--- config.mk ---
export PLATFORM = sky130hd
export DESIGN_NAME = mode_status_reg
export DESIGN_NICKNAME = d
export VERILOG_FILES = /design/src/rtl/mode_status_reg.sv
export SDC_FILE = /design/constraint.sdc
export NUM_CORES = 1
export LEC_CHECK = 0
export BUFFER_PORTS_ARGS = -buffer_cell sky130_fd_sc_hd__buf_2
export CORE_ASPECT_RATIO = 1.5
export CORE_MARGIN = 4
export CORE_UTILIZATION = 50
export CTS_BUF_LIST = sky130_fd_sc_hd__clkbuf_4
export DETAILED_ROUTE_END_ITERATION = 6
export HOLD_SLACK_MARGIN = 0.12
export PLACE_DENSITY_LB_ADDON = 0.08
export SLEW_MARGIN = 10
export SYNTH_ARGS = -nofsm -noshare
export SYNTH_HDL_FRONTEND = slang
export SYNTH_SLANG_ARGS = --single-unit
--- constraint.sdc ---
create_clock -name clk -period 4.6 [get_ports clk]
set_input_delay 0.46 -clock clk [delete_from_list [all_inputs] [get_ports clk]]
set_output_delay 0.46 -clock clk [all_outputs]
set_load 0.02 [all_outputs]
--- src/rtl/mode_status_reg.sv ---
module mode_status_reg #(
  parameter int NSAVED = 5,
  parameter int MW = 5
) (
  input  logic          clk,
  input  logic          rst_n,
  input  logic          exc_req,
  input  logic [MW-1:0] exc_mode,
  input  logic          ret_req,
  input  logic          wr_en,
  input  logic          wr_sel,
  input  logic [3:0]    wr_mask,
  input  logic [31:0]   wr_data,
  output logic [31:0]   status,
  output logic [31:0]   saved_rd,
  output logic [6:0]    mode_oh,
  output logic          lockup
);
  localparam int SW = 12;
  localparam int IW = $clog2(NSAVED + 1);
  localparam logic [IW-1:0] NONE = IW'(NSAVED);
  localparam logic [MW-1:0] M_USR = 5'b10000, M_FIQ = 5'b10001, M_IRQ = 5'b10010,
                            M_SVC = 5'b10011, M_ABT = 5'b10111, M_UND = 5'b11011,
                            M_SYS = 5'b11111;
  localparam logic [7:0] CTRL_RST = {3'b110, M_SVC};

  function automatic logic [IW-1:0] slot_of(input logic [MW-1:0] m);
    case (m)
      M_FIQ:   slot_of = IW'(0);
      M_IRQ:   slot_of = IW'(1);
      M_SVC:   slot_of = IW'(2);
      M_ABT:   slot_of = IW'(3);
      M_UND:   slot_of = IW'(4);
      default: slot_of = NONE;
    endcase
  endfunction

  function automatic logic [31:0] widen(input logic [SW-1:0] w);
    widen = {w[11:8], 20'b0, w[7:0]};
  endfunction

  logic [3:0]    flags_q;
  logic [7:0]    ctrl_q;
  logic [SW-1:0] saved_q [NSAVED];
  logic [SW-1:0] saved_sel;

  wire [MW-1:0] cur_mode = ctrl_q[MW-1:0];
  wire [IW-1:0] cur_slot = slot_of(cur_mode);
  wire [IW-1:0] tgt_slot = slot_of(exc_mode);
  wire          has_saved = cur_slot != NONE;

  assign mode_oh = {cur_mode == M_SYS, cur_mode == M_UND, cur_mode == M_ABT,
                    cur_mode == M_SVC, cur_mode == M_IRQ, cur_mode == M_FIQ,
                    cur_mode == M_USR};
  assign lockup = ~|mode_oh;

  wire do_exc = exc_req && !lockup && tgt_slot != NONE;
  wire do_ret = ret_req && !exc_req && !lockup && has_saved;
  wire do_wr  = wr_en && !exc_req && !ret_req && !lockup;
  wire priv   = !mode_oh[0];

  always_comb begin
    saved_sel = '0;
    for (int i = 0; i < NSAVED; i++)
      if (cur_slot == IW'(i)) saved_sel = saved_q[i];
  end

  always_ff @(posedge clk or negedge rst_n) begin
    if (!rst_n) begin
      flags_q <= '0;
      ctrl_q  <= CTRL_RST;
    end else if (do_exc) begin
      ctrl_q[MW-1:0] <= exc_mode;
    end else if (do_ret) begin
      flags_q <= saved_sel[11:8];
      ctrl_q  <= saved_sel[7:0];
    end else if (do_wr && !wr_sel) begin
      if (wr_mask[3]) flags_q <= wr_data[31:28];
      if (wr_mask[0] && priv) ctrl_q <= wr_data[7:0];
    end
  end

  always_ff @(posedge clk or negedge rst_n) begin
    if (!rst_n) begin
      for (int i = 0; i < NSAVED; i++) saved_q[i] <= '0;
    end else begin
      for (int i = 0; i < NSAVED; i++) begin
        if (do_exc && tgt_slot == IW'(i)) begin
          saved_q[i] <= {flags_q, ctrl_q};
        end else if (do_wr && wr_sel && cur_slot == IW'(i)) begin
          if (wr_mask[3]) saved_q[i][11:8] <= wr_data[31:28];
          if (wr_mask[0]) saved_q[i][7:0]  <= wr_data[7:0];
        end
      end
    end
  end

  assign status   = widen({flags_q, ctrl_q});
  assign saved_rd = (has_saved && !lockup) ? widen(saved_sel) : '0;

  a_r2_onehot: assert property (@(posedge clk) disable iff (!rst_n) $onehot0(mode_oh));
  a_r3_lock_sticky: assert property (@(posedge clk) disable iff (!rst_n) lockup |=> lockup);
  a_r4_frozen: assert property (@(posedge clk) disable iff (!rst_n)
    lockup |=> ($stable(status) && $stable(saved_rd)));
  a_r6_user_ctrl: assert property (@(posedge clk) disable iff (!rst_n)
    (!lockup && mode_oh[0] && !exc_req) |=> status[7:0] == $past(status[7:0]));
  a_r7_entry: assert property (@(posedge clk) disable iff (!rst_n)
    (exc_req && !lockup && tgt_slot != NONE) |=>
      (status[4:0] == $past(exc_mode) && saved_rd == $past(status)));
  a_r9_return: assert property (@(posedge clk) disable iff (!rst_n)
    (ret_req && !exc_req && !lockup && has_saved) |=> status == $past(saved_rd));
endmodule

==> results.cfg, run 1 <==
[clock_network]
cts-htree-levels = 3
clock-sinks = 72
clkTransAtPathRegs_ns = 0.11
cts_setup_buffers = 0
clockRootBuffer = clkbuf_4
cts_buffers = 9
cts_max_path_buffers = 2
clock_latency_ns = 0.44
post_cts_resized = 0
cts_tree = yes
postCtsHoldBufs = 0

[synthesis]
synth-compound-area-share = 0.238
synthesis.area_um2 = 4460
yosys.area_share.simple = 0.156
yosys.area.top_type = dfrtp_1
seq_area_frac_synth = 0.406
yosys_warnings = 0
synth_top_family_by_area = compound AO/OA/AOI/OAI gates
synth-main-ff-cell = dfrtp_1
synth_top_area_share = 0.376
avgSynthCellArea_um2 = 9.30
netlist_top_cells_area = dfrtp_1, mux2i_1, buf_4
synth_common_cells = dfrtp_1, buf_4, nor2_1
ys_ff_latch = 72
synth.most_common_cell = dfrtp_1
async_flop_share = 1.00
synth-edff-count = 0
syn-instance-count = 479
synth.distinct_cells = 60
synth-adder-area-share = 0
synthXorXnorAreaFrac = 0
synthMuxAreaShare = 0.0898

[final_layout]
drive_above_1_share = 0.184
nets = 570
fin_util = 0.557
fin_area_um2 = 4770
syn_to_final_growth_pct = 7.07

[setup_path]
crit_arrival_ns = 3.01
r2r.worst_path.cells = 6
crit_fanout = 40
crit_type = flip-flop to primary output
endpoint_kind = primary output
required_ns = 4.14
r2r_slack_ns = 1.71
reg2reg_to = saved_q[19]
r2r_start = ctrl_q[1]
cp-start-kind = flip-flop

[routing]
drtPass1Iterations = 4
ant_nets = 0
num_vias = 3741
wl_per_cell_um = 19.2
via_per_inst = 5.88
wl_um = 12200
drt_first_iter_violations = 253
drcViolationCount = 0

[outcome]
status = finished clean

[sta]
grt_setup_unrepaired = no
worst_slack_ns = 1.13
fin_skew_ns = 0.00705
fin_setup_tns_ns = 0
post-route-min-period_ns = 3.47
tightest_slew_ns = 0.986
max_freq_mhz = 288
setup_viol = 0
hold_violations = 0
drv_slew = 0
post-route-period-util = 0.754
slew_headroom = 0.343

[hold_path]
hold_class = input port to async pin

[global_route]
grt_pass1_vias = 3603
grt_max_degree = 43
grt_usage = 0.239
grt_remaining_overflow = 0
grt_pass1_wl_um = 19300
antenna_found_initial = 1

[floorplanning]
rows = 41
die-area_um2 = 10500
ioPinCount = 119
fp.dieW_um = 85.1
fp.dieH_um = 124
initial_utilization = 0.520
core_area_um2 = 8570

[place]
place_area_um2 = 4660
gp_congestion = 0.804
dp_slack_ns = 1.69
portBuffers = 56
dp_hpwl_um = 8290

[power_and_ir_drop]
leakage_nw = 2.35
p_per_area_nw_per_um2 = 224
irDropWorstVdd_v = 0.000162

[run]
maxCapViolations = 0
-- sequential cells by signal, summed over array words and instances (netlist names) --
name,flops
saved_q,60
ctrl_q,8
flags_q,4
-- kinds of logic after synthesis --
group | after synthesis
multiplexers | 40
AO/OA/AOI/OAI | 150
buffers and inverters | 87
flip-flops | 72
AND/OR/NAND/NOR | 129
other | 1
-- stage by stage --
stage | std cells | total power, mW | hold slack, ns
2_1_floorplan | 518 | 0.709 | 0.164
3_3_place_gp | 619 | 0.721 | 0.458
3_5_place_dp | 619 | 0.721 | 0.465
4_1_cts | 635 | 1.07 | 0.190
5_1_grt | 636 | 1.11 | 0.216
6_report | 636 | 1.07 | 0.175
-- worst max path at each step --
stage	from	endpoint	slack (ns)	cells past startpoint
after floorplan	ctrl_q[4]	saved_rd[1]	2.14	5
after detailed placement	ctrl_q[3]	saved_rd[5]	1.69	5
after global routing	ctrl_q[3]	saved_rd[31]	0.99	5
after CTS	ctrl_q[3]	saved_rd[5]	1.18	5
final	ctrl_q[1]	saved_rd[5]	1.13	5
after global placement	ctrl_q[3]	saved_rd[5]	1.71	5
-- worst max-delay path, cell delays in order (launching register included) --
cell and delay [ns]:
dfstp_2 1.06, and3_1 0.30, nand2_1 0.31, inv_1 0.45, a221o_1 0.26, buf_2 0.17
-- metal layers --
metal	GRT usage	vias up	routed length, µm
met2	0.409	126	6200
li1	-	1756	-
met1	0.299	1844	4980
met3	0.0477	15	783
met5	0	-	0
met4	0.0871	0	233
-- layout make-up --
class                   count  area, µm²
well taps                 107        134
clock buffers              12       90.1
repair buffers             62        325
inverters                  19       71.3
multi-input cells         359       2320
fillers                   819       3790
diodes                      1       2.50
clock inverters             4       22.5
flip-flops and latches     72       1810
-- report_power, final --
| part | leakage, nW | total [mW] | switching (mW) | internal, mW |
|---|---|---|---|---|
| clock network | 0.0586 | 0.357 | 0.231 | 0.126 |
| registers | 0.951 | 0.634 | 0.000719 | 0.633 |
| logic | 1.34 | 0.0760 | 0.0625 | 0.0135 |
| total | 2.35 | 1.07 | 0.295 | 0.773 |
-- placed cells by master, fill, tap and decap left out, drive strengths merged, types with 3 or more instances in the layout --
master / n
nor3: 5
nor2b: 5
a21oi: 32
dfstp: 5
a21o: 20
clkbuf: 12
nand4: 6
o2111ai: 3
nand2: 40
buf: 62
a211o: 3
a22oi: 6
a2bb2oi: 5
conb: 40
dfrtp: 67
nor4: 4
nand3: 3
clkinv: 3
mux2i: 40
or3b: 3
nor2: 44
inv: 18
a221o: 6
o31ai: 8
a2111oi: 5
a22o: 15
a211oi: 3
o21ai: 31
Note: power is estimated with default switching activity, not from simulation.
==> run 2, diff against run 1 <==
--- a/config.mk
+++ b/config.mk
@@ -5,6 +5,7 @@
 export SDC_FILE = /design/constraint.sdc
 export NUM_CORES = 1
 export LEC_CHECK = 0
+export ABC_AREA = 1
 export BUFFER_PORTS_ARGS = -buffer_cell sky130_fd_sc_hd__buf_2
 export CORE_ASPECT_RATIO = 1.5
 export CORE_MARGIN = 4
==> constraint.sdc (replaced) <==
create_clock -name clk -period 3.04 [get_ports clk]
set_input_delay 0.304 -clock clk [delete_from_list [all_inputs] [get_ports clk]]
set_output_delay 0.304 -clock clk [all_outputs]
set_load 0.02 [all_outputs]
==> run 2 against run 1 <==
Compared with the run above:
- combinational power grew 75%
- utilization shrank 0.90 points
- clock power grew 71%
- clock skew grew 0.0062 ns
- global-route usage grew 2.5 points
- wire length grew 17%
- register-to-register slack lost 0.93 ns
- final area grew 6.9%
==> results.cfg, run 2 <==
[outcome]
status = finished clean

[final_layout]
syn_to_final_growth_pct = 6.90
layout_commonest_cell = nand2_1
largestRegisters = saved_q x60, ctrl_q x8, flags_q x4
final_cell_mix = nand2_1, nand3_1, dfrtp_1
antenna_cells_inserted = 0
fin_area_um2 = 5100
nets = 778
largest_reg_flops = 60
regMostFlops = saved_q
drive_above_1_share = 0.177

[setup_path]
cp.depth = 9
crit_type = flip-flop to primary output
cp_slowest_cell = dfstp_2
path_buf_inv = 3
slowest_delay_ns = 0.77
crit_arrival_ns = 2.24
crit_family = flip-flops
endpoint_kind = primary output
cp-start-kind = flip-flop
crit_fanout = 14
r2r.worst_path.cells = 8
worstPathCellList = nand3_1, nor2_2, buf_4, inv_1, o21ai_0, nor2_1, nand2_1, nand2_1, buf_2
crit_top_cell = nand2_1
required_ns = 2.74

[sta]
max_freq_mhz = 394
holdWs_ns = 0.150
worst_slack_ns = 0.500
fin_setup_tns_ns = 0
drv_slew = 0
grt_setup_unrepaired = no
fin_skew_ns = 0.0132
setup_viol = 0
post-route-period-util = 0.835
post-route-min-period_ns = 2.54
hold_violations = 0

[synthesis]
synth_common_cells = nand2_1, nand3_1, dfrtp_1
yosys_warnings = 0
async_flop_share = 1.00
synthesis.area_um2 = 4770
avgSynthCellArea_um2 = 7.01
ys_ff_latch = 72
synth_top_area_share = 0.351
yosys.area.top_type = dfrtp_1
synth.distinct_cells = 31
netlist_top_cells_area = dfrtp_1, nand3_1, nand2_1
seq_area_frac_synth = 0.379
syn-instance-count = 681
synth.most_common_cell = nand2_1
synth-edff-count = 0
synth-main-ff-cell = dfrtp_1

[place]
portBuffers = 56
place_area_um2 = 4960
dp_slack_ns = 0.811
gp_congestion = 0.855
dp_hpwl_um = 10900

[global_route]
grt_util_met3 = 0.0405
use_met1 = 0.360
grt_usage = 0.264
antenna_found_initial = 0
grt_pass1_wl_um = 23100
grt_remaining_overflow = 0
grt_max_degree = 31
grt_pass1_vias = 4377
gr-max-usage-layer = met2
grtUsageMet2 = 0.431

[routing]
ant_nets = 0
wl_um = 14300
drcViolationCount = 0
wl_per_cell_um = 16.8
via_per_inst = 5.52
drtPass1Iterations = 5
drt_first_iter_violations = 421
num_vias = 4682

[floorplanning]
fp.dieH_um = 128
fp.dieW_um = 87.8
ioPinCount = 119
die-area_um2 = 11200
rows = 43
core_area_um2 = 9310
initial_utilization = 0.513

[clock_network]
cts-htree-levels = 3
postCtsHoldBufs = 1
post_cts_resized = 0
clock_latency_ns = 0.44
cts_tree = yes
clkTransAtPathRegs_ns = 0.11
cts_buffers = 9
clockRootBuffer = clkbuf_4
cts_max_path_buffers = 2
cts_setup_buffers = 0
clock-sinks = 72

[hold_path]
hold_depth = 3
hold_class = input port to flip-flop

[run]
maxCapViolations = 0

[power_and_ir_drop]
irDropWorstVdd_v = 0.000266
leakage_nw = 2.81
p_per_area_nw_per_um2 = 333
-- run 2: cell types whose count changed after synthesis, moves of 15 or more --
cell | before | now
a21o_1 | 20 | 0
a21oi_1 | 32 | 7
a22o_1 | 15 | 0
inv_1 | 18 | 52
mux2i_1 | 40 | 0
nand2_1 | 40 | 185
nand3_1 | 3 | 148
nand4_1 | 4 | 36
o21ai_0 | 31 | 15
-- run 2: worst paths after layout --
check / from / to / slack (ns)
max in group asynchronous: rst_n / ctrl_q[7] / 1.94
min in group asynchronous: rst_n / saved_q[13] / 0.30
max: ctrl_q[0] / saved_rd[30] / 0.50
max reg2reg: ctrl_q[0] / saved_q[13] / 0.78
min: exc_mode[1] / ctrl_q[1] / 0.15
min reg2reg: saved_q[59] / saved_q[59] / 0.50
-- run 2: cell type report --
cell class              instances  area, µm²
repair buffers                 70        388
clock inverters                 5       47.5
multi-input cells             508       2370
inverters                      70        264
well taps                     112        140
flip-flops and latches         72       1810
clock buffers                  11       82.6
fillers                       974       4210
-- run 2: kinds of logic (layout without fill, tap and decap cells) --
family                 Yosys count  count (layout)  synth area share
AND/OR/NAND/NOR                429             429             0.419
buffers and inverters          140             156             0.155
flip-flops                      72              72             0.379
AO/OA/AOI/OAI                   39              39            0.0461
other                            1              40          0.000786
-- run 2: report_power, final --
group          switching [mW]  leakage [nW]  internal, mW  total, mW
Sequential                  0         0.978         0.958      0.958
Clock                   0.347        0.0757         0.262      0.609
Combinational           0.114          1.76        0.0198      0.133
-- run 2: routing by layer --
layer  up-vias  wire length [µm]
met1      2221              6100
met5         -                 0
met4         0               250
li1       2255                 -
met3        18               868
met2       188              7040
-- run 2: metrics by stage --
stage / power (mW) / utilization / instances
after detailed placement: 1.11 / 0.533 / 831
final: 1.70 / 0.548 / 848
after floorplan: 1.08 / - / 720
after global placement: 1.11 / 0.533 / 831
after CTS: 1.71 / 0.548 / 848
after global routing: 1.76 / 0.548 / 848
-- run 2: worst min-delay path, stage by stage --
cell     delay, ns
buf_2         0.13
nand2_1       0.07
nand3_1       0.07
==> run 3, diff against run 2 <==
==> constraint.sdc (replaced) <==
create_clock -name clk -period 2.25 [get_ports clk]
set_input_delay 0.225 -clock clk [delete_from_list [all_inputs] [get_ports clk]]
set_output_delay 0.225 -clock clk [all_outputs]
set_load 0.02 [all_outputs]
==> run 3 against run 2 <==
Compared with the run above:
- the run now ends with setup timing left
- count of clock-buffer cells in the layout decreased by 2
- register-to-register slack worse by 0.61 ns
- non-clock buffer count up 32
- critical path depth did not move
- first-iteration DRC count grew 9.3%
- wire length up 6.4%
- global-route usage grew 0.84 points
- power up 50%
- flip-flop and latch count is the same
- via count increased by 5.5%
- final area rose by 8.8%
- critical endpoint unchanged
- largest cell class unchanged
==> results.cfg, run 3 (synthesis gave the netlist of run 2 again) <==
[power_and_ir_drop]
p_seq_frac = 0.509
switchingPower_uw = 652
leakage_nw = 3.02
p_per_area_nw_per_um2 = 458
irDropWorstVdd_v = 0.000363
p_clk_frac = 0.412
p_int_mw = 1.89
combPwrFrac = 0.079
swShare = 0.256

[place]
dp_hpwl_um = 10800
dp_slack_ns = 0.212
portBuffers = 56
place_area_um2 = 5020
gp_congestion = 0.889

[routing]
num_vias = 4938
via_per_inst = 5.60
drt_first_iter_violations = 460
drcViolationCount = 0
wl_per_cell_um = 17.2
ant_nets = 0
drtPass1Iterations = 6
wl_um = 15200

[clock_network]
cts_buffers = 9
cts_max_path_buffers = 2
clkTransAtPathRegs_ns = 0.12
clock_latency_ns = 0.46
cts_tree = yes
clockRootBuffer = clkbuf_4
clock-sinks = 72
cts-htree-levels = 3

[floorplanning]
ioPinCount = 119
core_area_um2 = 9310
fp.dieH_um = 128
fp.dieW_um = 87.8
die-area_um2 = 11200
rows = 43
initial_utilization = 0.513

[global_route]
grt_remaining_overflow = 0
grt_usage = 0.272
grt_pass1_wl_um = 23600
grt_pass1_vias = 4519
antenna_found_initial = 0
grt_max_degree = 52

[sta]
slew_headroom = 0.616
tightest_slew_ns = 0.577
setup_viol = 1
post-route-period-util = 1.00
grt_setup_unrepaired = yes
drv_slew = 0
hold_violations = 0
worst_slack_ns = -0.00260
post-route-min-period_ns = 2.25
max_freq_mhz = 444
fin_skew_ns = 0.0152

[setup_path]
cp-start-kind = flip-flop
endpoint_kind = primary output
crit_fanout = 9
crit_start = ctrl_q[4]
crit_type = flip-flop to primary output
crit_arrival_ns = 2.03
r2r_start = ctrl_q[0]
required_ns = 2.03
r2r_slack_ns = 0.17

[final_layout]
drive_above_1_share = 0.208
syn_to_final_growth_pct = 16.3
fillers = 890
largestRegisters = saved_q x60, ctrl_q x8, flags_q x4
fin_util = 0.596
fin_area_um2 = 5550
layout_commonest_cell = nand2_1
final_cell_mix = nand2_1, nand3_1, dfrtp_1
final-seq-area_um2 = 1810
nets = 811
antenna_cells_inserted = 0
multi_input_area_um2 = 2440
regMostFlops = saved_q
largest_reg_flops = 60

[hold_path]
hold_class = input port to flip-flop
hp-start = wr_mask[3]

[outcome]
failed_checks = setup timing
status = finished with violations

[run]
maxCapViolations = 0
[run 3: changes by cell type in the layout (fill, tap and decap cells not counted), sizes merged]
| cell | delta |
|---|---|
| dlygate4sd3 | +15 |
| clkinv | -1 |
| clkbuf | -2 |
| clkinvlp | +1 |
| nor2 | +1 |
| bufinv | +2 |
| buf | +17 |
[run 3: final timing paths]
check | to | cells past startpoint
max | saved_rd[30] | 9
min | saved_q[59] | 3
max reg2reg | saved_q[33] | 9
min reg2reg | saved_q[52] | 2
max in group asynchronous | ctrl_q[0] | 3
min in group asynchronous | saved_q[26] | 2
[run 3: stage by stage]
stage / instances / setup TNS, ns / hold slack [ns] / total power [mW]
after global placement: 837 / 0 / 0.245 / 1.50
after floorplan: 720 / 0 / -0.0706 / 1.46
after global routing: 881 / -0.217 / 0.167 / 2.62
after detailed placement: 837 / 0 / 0.249 / 1.50
final: 881 / -0.00260 / 0.144 / 2.54
after CTS: 874 / -0.0304 / 0.136 / 2.55
[run 3: power groups by stage]
stage               logic, mW  clock network, mW  registers [mW]
finish                  0.202               1.05            1.29
floorplan               0.144                  0            1.32
global route            0.220               1.10            1.29
global placement        0.177                  0            1.32
detailed placement      0.178                  0            1.32
CTS                     0.199               1.05            1.29
[run 3: area by class of cell]
cell class / instances / area share
tap: 112 / 0.0252
timing repair buffer: 102 / 0.130
clock inverter: 7 / 0.0198
inverter: 70 / 0.0476
multi-input combinational: 509 / 0.439
clock buffer: 9 / 0.0122
sequential: 72 / 0.326
[run 3: timing repair]
item / 4_1_cts / 5_1_grt
pin swaps: 1 / 2
hold endpoints to repair: 64 / 0
gates resized for setup: 3 / 27
hold buffers: 16 / 0
cloned: 0 / 2
setup endpoints to repair: 12 / 13
setup buffers: 5 / 5
[run 3: per-layer routing]
layer	global-route usage	wire, µm	up-vias
met2	0.448	7560	238
met4	0.107	481	0
met3	0.0341	986	37
met1	0.361	6150	2337
met5	0	0	-
li1	-	-	2326
[run 3: critical path: stages (launching register included)]
cell and delay (ns):
dfstp_2 0.67, nand3_4 0.13, nor2_4 0.14, buf_12 0.14
inv_2 0.04, nor2_1 0.09, nor2_1 0.05, nand2_1 0.09
nand2_1 0.08, buf_4 0.16
